==> src/rtl/cethr_pkg.sv <==
package cethr_pkg;
  localparam int REG_W   = 64;
  localparam int THR_W   = 15;
  localparam int THR_LSB = 0;
  localparam int EN_BIT  = 30;
  localparam int CNT_W   = 15;
  localparam int CNT_LSB = 38;

  typedef enum logic {
    SEL_CTL = 1'b0,
    SEL_STS = 1'b1
  } reg_sel_e;
endpackage

==> src/rtl/cethr_ctl_reg.sv <==
module cethr_ctl_reg
  import cethr_pkg::*;
#(
  parameter int REG_W_P    = REG_W,
  parameter int THR_W_P    = THR_W,
  parameter int THR_LSB_P  = THR_LSB,
  parameter int EN_BIT_P   = EN_BIT,
  parameter bit HAS_THRESH = 1'b1,
  parameter bit HAS_SIGNAL = 1'b1
) (
  input  logic               clk,
  input  logic               rst,
  input  logic               wr_en,
  input  logic [THR_W_P-1:0] thr_wr,
  input  logic               en_wr,
  output logic [THR_W_P-1:0] thr,
  output logic               en,
  output logic [REG_W_P-1:0] rdata
);
  localparam logic [THR_W_P-1:0] THR_MASK = HAS_THRESH ? {THR_W_P{1'b1}} : '0;

  // threshold field, present only when thresholding is built in
  generate
    if (HAS_THRESH) begin : g_thr
      logic [THR_W_P-1:0] thr_q;
      always_ff @(posedge clk) begin
        if (rst)        thr_q <= '0;
        else if (wr_en) thr_q <= thr_wr;
      end
      assign thr = thr_q;
    end else begin : g_no_thr
      logic unused_thr;
      assign unused_thr = ^thr_wr;
      assign thr = '0;
    end
  endgenerate

  // signaling enable, present only when signaling is built in
  generate
    if (HAS_SIGNAL) begin : g_sig
      logic en_q;
      always_ff @(posedge clk) begin
        if (rst)        en_q <= 1'b0;
        else if (wr_en) en_q <= en_wr;
      end
      assign en = en_q;
    end else begin : g_no_sig
      logic unused_en;
      assign unused_en = en_wr;
      assign en = 1'b0;
    end
  endgenerate

  always_comb begin
    rdata = '0;
    rdata[THR_LSB_P +: THR_W_P] = thr;
    rdata[EN_BIT_P] = en;
  end

  AST_CTL_KEEP: assert property (@(posedge clk) disable iff (rst)
    wr_en |=> thr == ($past(thr_wr) & THR_MASK));
  AST_CTL_HOLD: assert property (@(posedge clk) disable iff (rst)
    !wr_en |=> $stable(rdata));
  AST_SIG_WRITE: assert property (@(posedge clk) disable iff (rst)
    wr_en |=> en == ($past(en_wr) && HAS_SIGNAL));
endmodule

==> src/rtl/cethr_err_cnt.sv <==
module cethr_err_cnt
  import cethr_pkg::*;
#(
  parameter int CNT_W_P = CNT_W
) (
  input  logic               clk,
  input  logic               rst,
  input  logic               ev,
  input  logic               ld,
  input  logic [CNT_W_P-1:0] ld_val,
  output logic [CNT_W_P-1:0] cnt,
  output logic               step
);
  localparam logic [CNT_W_P-1:0] CNT_MAX = {CNT_W_P{1'b1}};
  localparam logic [CNT_W_P-1:0] ONE     = CNT_W_P'(1);

  logic [CNT_W_P-1:0] cnt_q;

  // a software load wins over a coincident event; saturate at the top
  assign step = ev && !ld && (cnt_q != CNT_MAX);

  always_ff @(posedge clk) begin
    if (rst)       cnt_q <= '0;
    else if (ld)   cnt_q <= ld_val;
    else if (step) cnt_q <= cnt_q + ONE;
  end

  assign cnt = cnt_q;

  AST_CNT_STEP: assert property (@(posedge clk) disable iff (rst)
    (ev && !ld && cnt != CNT_MAX) |=> cnt == $past(cnt) + ONE);
  AST_CNT_SAT: assert property (@(posedge clk) disable iff (rst)
    (ev && !ld && cnt == CNT_MAX) |=> cnt == CNT_MAX);
  AST_LD_WINS: assert property (@(posedge clk) disable iff (rst)
    ld |=> cnt == $past(ld_val));
  AST_CNT_IDLE: assert property (@(posedge clk) disable iff (rst)
    (!ev && !ld) |=> $stable(cnt));
endmodule

==> src/rtl/cethr_irq_gen.sv <==
module cethr_irq_gen
  import cethr_pkg::*;
#(
  parameter int W = CNT_W
) (
  input  logic         clk,
  input  logic         rst,
  input  logic         en,
  input  logic [W-1:0] thr,
  input  logic [W-1:0] cnt,
  input  logic         step,
  output logic         irq
);
  localparam logic [W-1:0] ONE = W'(1);

  logic hit;
  logic irq_q;

  // fire only on the increment that lands on the threshold
  assign hit = en && (thr != '0) && step && ((cnt + ONE) == thr);

  always_ff @(posedge clk) begin
    if (rst) irq_q <= 1'b0;
    else     irq_q <= hit;
  end

  assign irq = irq_q;

  AST_IRQ_SINGLE: assert property (@(posedge clk) disable iff (rst)
    irq |=> !irq);
  AST_IRQ_AT_THR: assert property (@(posedge clk) disable iff (rst)
    irq |-> cnt == $past(thr));
  AST_IRQ_NEED_EN: assert property (@(posedge clk) disable iff (rst)
    irq |-> $past(en));
  AST_IRQ_THR_NZ: assert property (@(posedge clk) disable iff (rst)
    irq |-> $past(thr) != '0);
  AST_IRQ_NEED_STEP: assert property (@(posedge clk) disable iff (rst)
    irq |-> $past(step));
endmodule

==> src/rtl/cethr_unit.sv <==
module cethr_unit
  import cethr_pkg::*;
#(
  parameter bit HAS_THRESH = 1'b1,
  parameter bit HAS_SIGNAL = 1'b1
) (
  input  logic             clk,
  input  logic             rst,
  input  logic             reg_wr_en,
  input  logic             reg_wr_sel,
  input  logic [REG_W-1:0] reg_wdata,
  output logic [REG_W-1:0] ctl_rdata,
  output logic [REG_W-1:0] sts_rdata,
  input  logic             ce_event,
  output logic             irq_pulse
);
  localparam logic [REG_W-1:0] USED_MASK =
    ({{(REG_W-THR_W){1'b0}}, {THR_W{1'b1}}} << THR_LSB) |
    ({{(REG_W-1){1'b0}}, 1'b1} << EN_BIT) |
    ({{(REG_W-CNT_W){1'b0}}, {CNT_W{1'b1}}} << CNT_LSB);

  reg_sel_e         sel;
  logic             ctl_wr;
  logic             sts_wr;
  logic [THR_W-1:0] thr;
  logic             en;
  logic [CNT_W-1:0] cnt;
  logic             step;
  logic             unused_wbits;

  assign sel    = reg_sel_e'(reg_wr_sel);
  assign ctl_wr = reg_wr_en && (sel == SEL_CTL);
  assign sts_wr = reg_wr_en && (sel == SEL_STS);
  assign unused_wbits = ^(reg_wdata & ~USED_MASK);

  cethr_ctl_reg #(
    .REG_W_P(REG_W), .THR_W_P(THR_W), .THR_LSB_P(THR_LSB), .EN_BIT_P(EN_BIT),
    .HAS_THRESH(HAS_THRESH), .HAS_SIGNAL(HAS_SIGNAL)
  ) u_ctl (
    .clk(clk), .rst(rst), .wr_en(ctl_wr),
    .thr_wr(reg_wdata[THR_LSB +: THR_W]), .en_wr(reg_wdata[EN_BIT]),
    .thr(thr), .en(en), .rdata(ctl_rdata)
  );

  cethr_err_cnt #(.CNT_W_P(CNT_W)) u_cnt (
    .clk(clk), .rst(rst), .ev(ce_event), .ld(sts_wr),
    .ld_val(reg_wdata[CNT_LSB +: CNT_W]), .cnt(cnt), .step(step)
  );

  cethr_irq_gen #(.W(CNT_W)) u_irq (
    .clk(clk), .rst(rst), .en(en), .thr(thr), .cnt(cnt), .step(step),
    .irq(irq_pulse)
  );

  always_comb begin
    sts_rdata = '0;
    sts_rdata[CNT_LSB +: CNT_W] = cnt;
  end

  AST_STS_LOAD: assert property (@(posedge clk) disable iff (rst)
    sts_wr |=> sts_rdata == ($past(reg_wdata) & (USED_MASK & ~(USED_MASK & 64'h7FFF_FFFF))));
endmodule

==> config.mk <==
export PLATFORM = sky130hd
export DESIGN_NAME = cethr_unit
export DESIGN_NICKNAME = d
export VERILOG_FILES = /design/src/rtl/cethr_pkg.sv /design/src/rtl/cethr_ctl_reg.sv /design/src/rtl/cethr_err_cnt.sv /design/src/rtl/cethr_irq_gen.sv /design/src/rtl/cethr_unit.sv
export SDC_FILE = /design/constraint.sdc
export NUM_CORES = 1
export LEC_CHECK = 0
export ABC_CLOCK_PERIOD_IN_PS = 2400
export BUFFER_PORTS_ARGS = -buffer_cell sky130_fd_sc_hd__buf_2
export CELL_PAD_IN_SITES_DETAIL_PLACEMENT = 1
export CELL_PAD_IN_SITES_GLOBAL_PLACEMENT = 2
export CORE_MARGIN = 1.5
export CORE_UTILIZATION = 21
export CTS_BUF_LIST = sky130_fd_sc_hd__clkbuf_4 sky130_fd_sc_hd__clkbuf_8 sky130_fd_sc_hd__clkbuf_16
export CTS_CLUSTER_SIZE = 30
export DETAILED_ROUTE_END_ITERATION = 7
export GPL_TIMING_DRIVEN = 0
export PLACE_DENSITY_LB_ADDON = 0.08
export SYNTH_ARGS = -nofsm -noshare
export SYNTH_HDL_FRONTEND = slang
export SYNTH_SLANG_ARGS = --single-unit
==> constraint.sdc <==
create_clock -name clk -period 2.4 [get_ports clk]
set_input_delay 0.36 -clock clk [delete_from_list [all_inputs] [get_ports clk]]
set_output_delay 0.36 -clock clk [all_outputs]
set_load 0.03 [all_outputs]
## Yosys cells after proc, flatten, opt, wreduce, memory -nomap -nowiden

Index checks and enable logic that the tools add are counted.
Widths: inputs -> output; s select.

| storage, ports and cells | value |
|---|---|
| register bits | 32 |
| input bits | 69 |
| output and inout port bits | 129 |

| cells by class | value |
|---|---|
| add/subtract/negate cells | 1 |
| equality and inequality tests | 2 |
| muxes and demuxes | 2 |
| bitwise gates (word level) | 1 |
| reductions and logical operators | 10 |

Operator list:

| operator | number |
|---|---|
| $mux 15 | 2 |
| $add 15x1->15 const B | 1 |
| $eq 15x15->1 | 1 |
| $ne 15x15->1 const B | 1 |
| $reduce_bool 15->1 | 1 |
| $logic_and 1x1->1 | 7 |
| $reduce_bool 2->1 | 1 |
| $logic_not 1->1 | 1 |
| $not 1->1 | 1 |

## Longest topological paths before layout

Gate-level depths: netlist of run 1.

| depth | value |
|---|---|
| depth after elaboration | 6 |
| depth in mapped cells | 8 |
| depth with buffers taken out | 6 |

## Cells and area by module

A second synthesis of run 1 with hierarchy kept.

| unflattened totals | value |
|---|---|
| cells, all modules | 358 |
| area total of the unflattened synthesis | 2950.3 sq um |

By module, submodules not included:

| module | instances | cells each | area an instance (sq um) |
|---|---|---|---|
| cethr_ctl_reg | 1 | 117 | 1064.8 |
| cethr_err_cnt | 1 | 115 | 957.2 |
| cethr_irq_gen | 1 | 74 | 540.5 |
| cethr_unit | 1 | 52 | 387.9 |

## Worst setup path before layout of run 1

No wires, ideal clock.

| timing path | value |
|---|---|
| kind | register to register |
| start | register u_cnt.cnt_q[0] (netlist: u_cnt.cnt[0]) |
| end | register u_irq.irq_q (netlist: u_irq.irq) |
| setup time | 103 ps |
| arrival time | 2186 ps |
| data required time | 2297 ps |
| slack | 110 ps |
| cell stages (with the launch flop) | 8 |
| path buffers | 1 |
| period minus slack after synthesis | 2290 ps |
| path through | dfxtp_1 -> ha_1 -> buf_4 -> nand4_4 -> nor4_1 -> mux2i_1 -> o2111ai_1 -> a2111oi_2 |

| on the way | value |
|---|---|
| cells in the longest elaborated chain, start to end | 4 |
| elaborated cells between the ends (all ways) | 6 |
| classes of those cells | add/sub (1); eq/ne (2); reduce/logical (3) |

RTL lines:

| what | line | source |
|---|---|---|
| from (decl) | cethr_err_cnt.sv:17 | `logic [CNT_W_P-1:0] cnt_q;` |
| from (signal assigned) | cethr_err_cnt.sv:24 | `else if (ld) cnt_q <= ld_val;` |
| from (signal assigned) | cethr_err_cnt.sv:25 | `else if (step) cnt_q <= cnt_q + ONE;` |
| branches (longest 3 deep; another with $add 15x1->15) | -- |  |
| $logic_and 1x1->1 * | cethr_irq_gen.sv:20 | `assign hit = en && (thr != '0) && step && ((cnt + ONE) == thr);` |
| to (signal assigned) | cethr_irq_gen.sv:24 | `else irq_q <= hit;` |
| to (decl) | cethr_irq_gen.sv:17 | `logic irq_q;` |

Every way passes the cells marked *.
A chain may end at the register's enable or synchronous reset.

## Worst setup path in the final report of run 1

| timing path | value |
|---|---|
| start | register u_cnt.cnt_q[13] (netlist: u_cnt.cnt[13]) |
| end | register u_cnt.cnt_q[4] (netlist: u_cnt.cnt[4]) |

| on the way | value |
|---|---|
| cells in the longest elaborated chain, start to end | 3 |

RTL lines:

| what | line | source |
|---|---|---|
| $ne 15x15->1 | cethr_err_cnt.sv:20 | `assign step = ev && !ld && (cnt_q != CNT_MAX);` |
| $logic_and 1x1->1 | cethr_err_cnt.sv:20 |  |
| $reduce_bool 2->1 (no source line) | -- |  |

No other way between the ends.

==> metrics.txt, run 1 <==
Seq pwr share=0.327; Max FO, Critical Path=10; GRT Max-Usage Layer=met2; setup_tns=0 ns; Hold Crit Class=in2reg; Worst Skew=0.00421 ns; CP Data Required Time=2.59 ns; DRC Markers=0; Pleak=1.92 nW; Fin. Hold Viols=0; Seq cells post-synth=32; EDFF count, synth=0; Most used DFF post-synth=dfxtp_1; total CTS buffers=5; Critical Path Sink Type=register; H-tree depth=2; Compound-Gate Fraction of Synth Area=0.152; Tot Pwr=1.86 mW; layout cell share with drive strength beyond 1=0.397; Clock Root Buffer=clkbuf_16; final worst path period share=0.930; PwrDens=488 nW/um^2; mux contribution to synthesized area=0.0109; clk sink count=32; iteration count of the initial detailed-routing pass=4; Clock power frac=0.317; post-synthesis adder-cell area fraction=0.00453; met1 Usage GRT=0.158; combinational group share of total power=0.356; PnR worst setup slack=0.168 ns; I/O pin count=198; Synth top area share=0.280; Async SR Flop Fraction=0; Fill cells=1634; Core Rows=41; DR WL/cell=12.6 um; WS Path Type=reg2reg; crit-path cells=clkbuf_1, nand3_1, o41ai_4, buf_6, buf_12, o21ai_1, a311oi_2; Final Cell Area=3820 sq um; status=completed; Clk Latency, worst-skew pair=0.27 ns; vias=2557; Tmin final=2.23 ns; Mapped Cells=349; synthesis-to-layout area growth=38.2%; DP Area=3670 sq um; Detailed Route WL=8650 um; Post-Syn Area=2760 sq um; Switching Fraction=0.374; Synth area leaders=buf_4 (28%), dfxtp_1 (23%), xnor2_1 (5.4%); switching pwr=0.696 mW; Final Setup Violations=0; largest family of logic cells by synthesized area=buffers and inverters; routability cong.=0.752; initial core utilization=0.217; cts-stage hold buffer count=0; Setup WS pre-CTS=-0.169 ns; count of different cell masters after synthesis=48; Seq/Total Area, Yosys=0.232; relative slew slack=0.567; Die H=118 um; Slowest cell on crit path=o41ai_4; Worst-path clk slew=0.05 ns; total track usage=0.123; fin. max-slew vios=0; cell with the most instances after synthesis=buf_4; vias per inst=3.71; GR Util met3=0.0334; post-synthesis simple-gate area fraction=0.202; max-cap violation count=0; Highest Clock Rate=448 MHz; RSZ-0062 raised after global routing=no; post-detail-place hpwl=7090 um; Worst Path Arrival=2.42 ns; Peak supply drop=0.274 mV; Warnings, synthesis=0; Slew @ Worst Pin=0.649 ns; Placeable Area=12700 sq um; Layout Nets=589; initial antenna violation count=0; CTS max path bufs=2; first-pass GRT wire length=13800 um; Worst setup SP type=register; width of the die=118 um; grt met2 use=0.209; pin count of the biggest net entering global routing=11; CTS tree=built; Crit path largest cell delay=0.58 ns; Routed Antenna Nets=0; vias in the first global route=2532; area leader, netlist=buf_4; Port Buffers=67; Commonest cells post-synth=buf_4 (103), nand2_1 (38), dfxtp_1 (32); Initial DRC Count=84; Post-Synth XOR/XNOR Area=0.0792; syn avg cell area=7.92 sq um; Power Internal=1.17 mW; Overflow after GRT=0; ANT cells=0; Die Footprint=13900 sq um
flip-flops by register name, summed over array words and instances, names as in the netlist:
name,cells
u_cnt.cnt,15
u_ctl.thr,15
u_irq.irq,1
u_ctl.en,1
stage by stage:
stage           util  hold slack, ns  instances
2_1_floorplan      -           0.432        445
3_5_place_dp   0.289           0.484        684
3_3_place_gp   0.289           0.476        684
4_1_cts        0.300           0.318        689
6_report       0.300           0.319        689
5_1_grt        0.300           0.327        689
layout make-up:
class,count,area (sq um),share of cell area
multi-input cells,289,1620,0.424
plain buffers,119,861,0.225
flip-flops and latches,32,646,0.169
repair buffers,67,335,0.0878
well taps,172,215,0.0563
clock buffers,5,125,0.0328
inverters,5,18.8,0.00491
final timing paths:
path	start	slack, ns	to	depth (start not counted)
setup reg to reg	u_cnt.cnt[13]	0.17	u_cnt.cnt[4]	7
hold / removal	reg_wdata[30]	0.32	u_ctl.en	3
setup / recovery	u_cnt.cnt[13]	0.17	u_cnt.cnt[4]	7
hold reg to reg	u_ctl.en	0.48	u_ctl.en	2
power by group through the flow:
| stage | clock network, mW | logic [mW] | registers, mW |
|---|---|---|---|
| 3_5_place_dp | 0 | 0.661 | 0.622 |
| 6_report | 0.590 | 0.664 | 0.610 |
| 5_1_grt | 0.638 | 0.711 | 0.619 |
| 2_1_floorplan | 0 | 0.491 | 0.665 |
| 4_1_cts | 0.610 | 0.663 | 0.611 |
| 3_3_place_gp | 0 | 0.656 | 0.621 |
critical path, delay by kind of cell, from the launching register on:
kind                   cells  cell delay, ns
AOI/OAI and AO/OA          3            0.94
DFF                        1            0.32
and+or+nand+nor            1            0.20
buffers and inverters      3            0.68
cell usage in the layout (no fill, tap or decap), types with 2 or more instances in the layout:
cell type | Yosys | final
buf_4 | 103 | 103
conb_1 | 1 | 97
buf_2 | 2 | 69
nand2_1 | 38 | 38
dfxtp_1 | 32 | 30
a21oi_1 | 21 | 21
nor2_1 | 18 | 18
xnor2_1 | 17 | 17
clkbuf_1 | 10 | 10
nand4_1 | 9 | 9
nand3_1 | 8 | 8
or3_2 | 8 | 8
xor2_1 | 8 | 8
a211oi_1 | 6 | 6
nor4_1 | 7 | 6
a311oi_1 | 5 | 5
inv_1 | 5 | 5
nor3_1 | 5 | 5
clkbuf_16 | 0 | 5
o21ai_1 | 4 | 4
o21ai_2 | 3 | 3
a311oi_2 | 3 | 3
mux2i_1 | 3 | 3
nor2b_1 | 3 | 3
o21ai_0 | 3 | 3
and3_1 | 2 | 2
and4_1 | 2 | 2
nand3b_1 | 2 | 2
timing repair:
item                       in CTS  in global routing
setup buffers                   0                  0
setup endpoints to repair      15                  8
pin swaps                       1                  1
gates resized for setup         3                  2
per-layer routing:
metal  vias up  routed length, um
li1       1335                  -
met1      1134               3970
met2        82               4060
met3         6                536
met4         0                 82
met5         -                  0
logic make-up (layout without fill, tap and decap cells):
| group | after synthesis | after routing |
|---|---|---|
| AO/OA/AOI/OAI | 55 | 55 |
| flip-flops | 32 | 32 |
| adder cells (fa/ha/maj) | 1 | 1 |
| multiplexers | 3 | 3 |
| other | 1 | 97 |
| XOR/XNOR | 25 | 25 |
| AND/OR/NAND/NOR | 108 | 108 |
| buffers and inverters | 124 | 196 |
No activity file was read; power rests on OpenSTA's default activity.
==> run 2, diff against run 1 <==
--- a/config.mk
+++ b/config.mk
@@ -5,12 +5,13 @@
 export SDC_FILE = /design/constraint.sdc
 export NUM_CORES = 1
 export LEC_CHECK = 0
+export ABC_AREA = 1
 export ABC_CLOCK_PERIOD_IN_PS = 2400
 export BUFFER_PORTS_ARGS = -buffer_cell sky130_fd_sc_hd__buf_2
 export CELL_PAD_IN_SITES_DETAIL_PLACEMENT = 1
 export CELL_PAD_IN_SITES_GLOBAL_PLACEMENT = 2
 export CORE_MARGIN = 1.5
-export CORE_UTILIZATION = 21
+export CORE_UTILIZATION = 19
 export CTS_BUF_LIST = sky130_fd_sc_hd__clkbuf_4 sky130_fd_sc_hd__clkbuf_8 sky130_fd_sc_hd__clkbuf_16
 export CTS_CLUSTER_SIZE = 30
 export DETAILED_ROUTE_END_ITERATION = 7
==> constraint.sdc (replaced) <==
create_clock -name clk -period 2.4 [get_ports clk]
set_input_delay 0.36 -clock clk [delete_from_list [all_inputs] [get_ports clk]]
set_output_delay 0.36 -clock clk [all_outputs]
set_load 0.1 [all_outputs]
==> metrics.txt, run 2 <==
status=completed; Die Footprint=15200 sq um; final worst path period share=0.821; min-delay src=reg_wdata[6]; Synth area leaders=buf_4 (27%), dfxtp_1 (23%), nand2_1 (12%); Pleak=2.09 nW; Warnings, synthesis=0; Max FO, Critical Path=10; H-tree depth=2; Peak supply drop=0.226 mV; Layout Nets=667; vias=2844; total CTS buffers=5; Switching Fraction=0.529; synthesis-to-layout area growth=39.0%; Core Rows=43; clk sink count=32; Overflow after GRT=0; Clock Root Buffer=clkbuf_16; Hold Crit Class=in2reg; Cell Count, Final, Fillers Out=777; CP bufs+invs=2; combinational group share of total power=0.503; ANT cells=0; Critical Path Sink Type=register; Highest Clock Rate=507 MHz; Port Buffers=66; initial antenna violation count=0; Die H=123 um; Inst Count DP=770; first-pass GRT wire length=14700 um; RSZ-0062 raised after global routing=no; Most used DFF post-synth=dfxtp_1; initial core utilization=0.196; crit-path cells=ha_1, nand2_1, nor2_4, nand2_4, o21bai_4, buf_6, inv_1, a22oi_1, a21oi_1; relative slew slack=0.595; Synth top area share=0.271; width of the die=123 um; Routed Antenna Nets=0; hold depth=3; Final Setup Violations=0; Power Internal=1.22 mW; Post-CTS Repair Setup Buffers=0; Post-Syn Area=2750 sq um; Top Metal Used=met4; Slew @ Worst Pin=0.608 ns; area leader, netlist=buf_4; Worst Path Arrival=2.11 ns; Commonest cells post-synth=buf_4 (99), nand2_1 (90), inv_1 (41); Mapped Cells=428; post-detail-place hpwl=8080 um; pin count of the biggest net entering global routing=11; met1 wire length=4170 um; EDFF count, synth=0; Worst setup SP type=register; Tmin final=1.97 ns; vias in the first global route=2891; R2R Path Start=u_cnt.cnt[0]; Clock power frac=0.260; Initial DRC Count=45; worst reg2reg path depth=9; Async SR Flop Fraction=0; I/O pin count=198; Reg2Reg Setup Slack=0.43 ns; Seq pwr share=0.237; max-cap violation count=0; Min-Delay Endpoint=u_ctl.thr[6]; Placeable Area=14000 sq um; CP Data Required Time=2.53 ns; setup_tns=0 ns; PwrDens=680 nW/um^2; commonest non-fill, non-tap cell in the layout=buf_4; syn avg cell area=6.42 sq um; critical path's top delay family=simple AND/OR/NAND/NOR gates; Worst Skew=0.00444 ns; iteration count of the initial detailed-routing pass=4; vias per inst=3.66; DR WL/cell=12.2 um; Detailed Route WL=9460 um; Seq cells post-synth=32; WS Path Type=reg2reg; cts repair resizes=0; Seq/Total Area, Yosys=0.233; R2R Path End=u_cnt.cnt[4]; count of different cell masters after synthesis=28; layout cell share with drive strength beyond 1=0.310; Tot Pwr=2.60 mW; DRC Markers=0; total track usage=0.127; Fin. Hold Viols=0; cts-stage hold buffer count=0; CTS tree=built; Slowest cell on crit path=dfxtp_2; fin. max-slew vios=0; Worst-path clk slew=0.06 ns; met3 WL=613 um; cell with the most instances after synthesis=buf_4; Clk Latency, worst-skew pair=0.28 ns; routability cong.=0.797; met2 WL=4620 um; CTS max path bufs=2; commonest non-fill, non-tap cells in the layout=buf_4 (99), conb_1 (97), nand2_1 (90), buf_2 (67), inv_1 (41); Crit path largest cell delay=0.39 ns; switching pwr=1.37 mW
-- run 2: worst min-delay path: cells and delay by family --
family,cells,cell delay (ns)
and+or+nand+nor,2,0.11
buffers and inverters,1,0.07
-- run 2: area by class of cell --
cell class                      count  area, sq um
Clock buffer                        7          153
Tap cell                          180          225
Multi-Input combinational cell    343         1520
Buffer                            107          782
Inverter                           42          163
Timing Repair Buffer               66          330
Fill cell                        1828        10200
Sequential cell                    32          643
-- run 2: per-stage QoR --
step,instance area (sq um),hold slack (ns),utilization,setup slack [ns]
2_1_floorplan,3110,0.495,-,0.108
3_3_place_gp,3660,0.492,0.262,0.412
3_5_place_dp,3660,0.502,0.262,0.410
4_1_cts,3820,0.305,0.273,0.403
5_1_grt,3820,0.335,0.273,0.280
6_report,3820,0.310,0.273,0.429
-- run 2: worst max-delay path by stage --
stage	start	depth (start not counted)	slack (ns)	to
after floorplan	u_cnt.cnt[2]	8	0.11	u_cnt.cnt[1]
after global placement	u_cnt.cnt[0]	9	0.41	u_cnt.cnt[1]
after detailed placement	u_cnt.cnt[0]	9	0.41	u_cnt.cnt[1]
after CTS	u_cnt.cnt[0]	9	0.40	u_cnt.cnt[1]
after global routing	u_cnt.cnt[0]	9	0.28	u_cnt.cnt[1]
final	u_cnt.cnt[0]	9	0.43	u_cnt.cnt[4]
-- run 2: power groups by stage --
stage / clock (mW) / combinational, mW / sequential [mW]
after global placement: 0 / 1.30 / 0.627
after detailed placement: 0 / 1.31 / 0.628
final: 0.676 / 1.31 / 0.614
after global routing: 0.714 / 1.37 / 0.622
after CTS: 0.698 / 1.31 / 0.617
after floorplan: 0 / 0.946 / 0.851
-- run 2: logic make-up after synthesis --
group | share of synthesized area
other | 0.00137
xor gates and xnor gates | 0.0128
adders and majority gates | 0.00456
and+or+nand+nor | 0.270
DFF | 0.233
buffers and inverters | 0.344
AOI/OAI and AO/OA | 0.134
-- run 2: layer usage --
layer,vias to the layer above,global-route usage
met5,-,0
met4,0,0.0259
met3,2,0.0268
met2,99,0.230
met1,1245,0.155
li1,1498,-
==> run 3, diff against run 2 <==
--- a/config.mk
+++ b/config.mk
@@ -5,13 +5,13 @@
 export SDC_FILE = /design/constraint.sdc
 export NUM_CORES = 1
 export LEC_CHECK = 0
-export ABC_AREA = 1
-export ABC_CLOCK_PERIOD_IN_PS = 2400
+export ABC_AREA = 0
+export ABC_CLOCK_PERIOD_IN_PS = 2000
 export BUFFER_PORTS_ARGS = -buffer_cell sky130_fd_sc_hd__buf_2
 export CELL_PAD_IN_SITES_DETAIL_PLACEMENT = 1
 export CELL_PAD_IN_SITES_GLOBAL_PLACEMENT = 2
 export CORE_MARGIN = 1.5
-export CORE_UTILIZATION = 19
+export CORE_UTILIZATION = 21
 export CTS_BUF_LIST = sky130_fd_sc_hd__clkbuf_4 sky130_fd_sc_hd__clkbuf_8 sky130_fd_sc_hd__clkbuf_16
 export CTS_CLUSTER_SIZE = 30
 export DETAILED_ROUTE_END_ITERATION = 7
==> constraint.sdc (replaced) <==
create_clock -name clk -period 2 [get_ports clk]
set_input_delay 0.3 -clock clk [delete_from_list [all_inputs] [get_ports clk]]
set_output_delay 0.3 -clock clk [all_outputs]
set_load 0.1 [all_outputs]
==> metrics.txt, run 3 (synthesized netlist as in run 1, its figures left out) <==
status=completed; Initial DRC Count=49; Peak supply drop=0.361 mV; minimum hold slack=0.252 ns; Routed Antenna Nets=0; first-pass GRT wire length=14000 um; Worst-path clk slew=0.06 ns; clk sink count=32; H-tree depth=2; Pleak=2.01 nW; Tmin final=1.90 ns; R2R Path End=u_irq.irq; Highest Clock Rate=526 MHz; Hold Crit Class=in2reg; WS Path Type=reg2reg; Critical Path Sink=u_irq.irq; Layout Nets=594; Die Footprint=13900 sq um; iteration count of the initial detailed-routing pass=4; Core Rows=41; fin. max-slew vios=0; CTS max path bufs=2; pin count of the biggest net entering global routing=11; PnR worst setup slack=0.0984 ns; Die H=118 um; crit-path cells=buf_6, nand4_1, o41ai_4, buf_6, buf_4, a21oi_1, nand4_1, a2111oi_4; total CTS buffers=5; ANT cells=0; CP Data Required Time=2.17 ns; initial antenna violation count=0; layout cell share with drive strength beyond 1=0.470; Tot Pwr=3.25 mW; Final Cell Area=4080 sq um; Worst Path Arrival=2.07 ns; post-detail-place hpwl=7110 um; Worst Skew=0.00458 ns; Port Buffers=67; Detailed Route WL=8770 um; routability cong.=0.766; Overflow after GRT=0; Fin. Hold Viols=0; width of the die=118 um; Setup crit start=u_cnt.cnt[9]; vias=2630; vias per inst=3.77; Max FO, Critical Path=8; Worst setup SP type=register; Slew @ Worst Pin=0.638 ns; commonest non-fill, non-tap cells in the layout=buf_4 (108), conb_1 (97), buf_2 (68), nand2_1 (38), a21oi_1 (21); cts-stage hold buffer count=0; commonest non-fill, non-tap cell in the layout=buf_4; RSZ-0062 raised after global routing=yes; vias in the first global route=2622; Placeable Area=12700 sq um; relative slew slack=0.575; Clock Root Buffer=clkbuf_16; PwrDens=795 nW/um^2; Crit path largest cell delay=0.38 ns; synthesis-to-layout area growth=47.8%; R2R Path Start=u_cnt.cnt[9]; max-cap violation count=0; DP Area=3800 sq um; Reg2Reg Setup Slack=0.1 ns; Critical Path Sink Type=register; Clk Latency, worst-skew pair=0.28 ns; Setup WS pre-CTS=-0.113 ns; Slowest cell on crit path=a2111oi_4; DR WL/cell=12.6 um; Final Setup Violations=0; final worst path period share=0.951; CTS tree=built; worst reg2reg path depth=8; DRC Markers=0; total track usage=0.126; I/O pin count=198; initial core utilization=0.217
-- run 3: cell count changes in the layout (fill, tap and decap cells not counted), sizes merged, moves of 13 or more --
cell and change:
o21ai -19, nand2 -55, nor2 -25, buf +13, a21oi -14, xnor2 +16
inv -36, nand3 -20
-- run 3: per-stage QoR --
stage / cells / TNS [ns] / util
6_report: 697 / 0 / 0.321
5_1_grt: 697 / -0.0207 / 0.321
4_1_cts: 697 / 0 / 0.317
3_5_place_dp: 684 / -1.06 / 0.299
3_3_place_gp: 684 / -0.844 / 0.299
2_1_floorplan: 445 / -0.0508 / -
-- run 3: worst min path at each step --
stage                  start             to  cells after the start
2_1_floorplan            rst   u_cnt.cnt[7]                      1
4_1_cts         reg_wdata[9]   u_ctl.thr[9]                      3
5_1_grt        reg_wdata[14]  u_ctl.thr[14]                      3
3_3_place_gp        u_ctl.en       u_ctl.en                      2
6_report       reg_wdata[10]  u_ctl.thr[10]                      3
3_5_place_dp        u_ctl.en       u_ctl.en                      2
-- run 3: cell type report --
type,instances,area [sq um]
inverters,5,18.8
clock buffers,7,153
multi-input cells,289,1700
repair buffers,76,403
flip-flops and latches,32,712
well taps,172,215
clock inverters,1,30.0
fillers,1605,8640
plain buffers,115,850
-- run 3: critical path: cells and delay by family, from the launching register on --
family / cells / cell delay, ns
buf+inv: 3 / 0.42
compound gates: 3 / 0.66
flops: 1 / 0.34
simple gates: 2 / 0.36
-- run 3: layer usage --
layer / track usage / vias to the layer above / wire length [um]
li1: - / 1354 / -
met1: 0.149 / 1178 / 3770
met2: 0.222 / 89 / 4230
met3: 0.0388 / 9 / 657
met4: 0.0282 / 0 / 104
met5: 0 / - / 0
-- run 3: repair_timing --
item,in CTS,in global routing
setup endpoints to repair,15,12
resized for setup,1,9
buffers inserted,6,3
pin swaps,3,9
-- run 3: power by group --
part	internal (mW)	total (mW)	switching, mW	leakage, nW
clock network	0.656	0.951	0.295	0.0901
logic	0.302	1.56	1.26	1.64
registers	0.674	0.738	0.0639	0.278
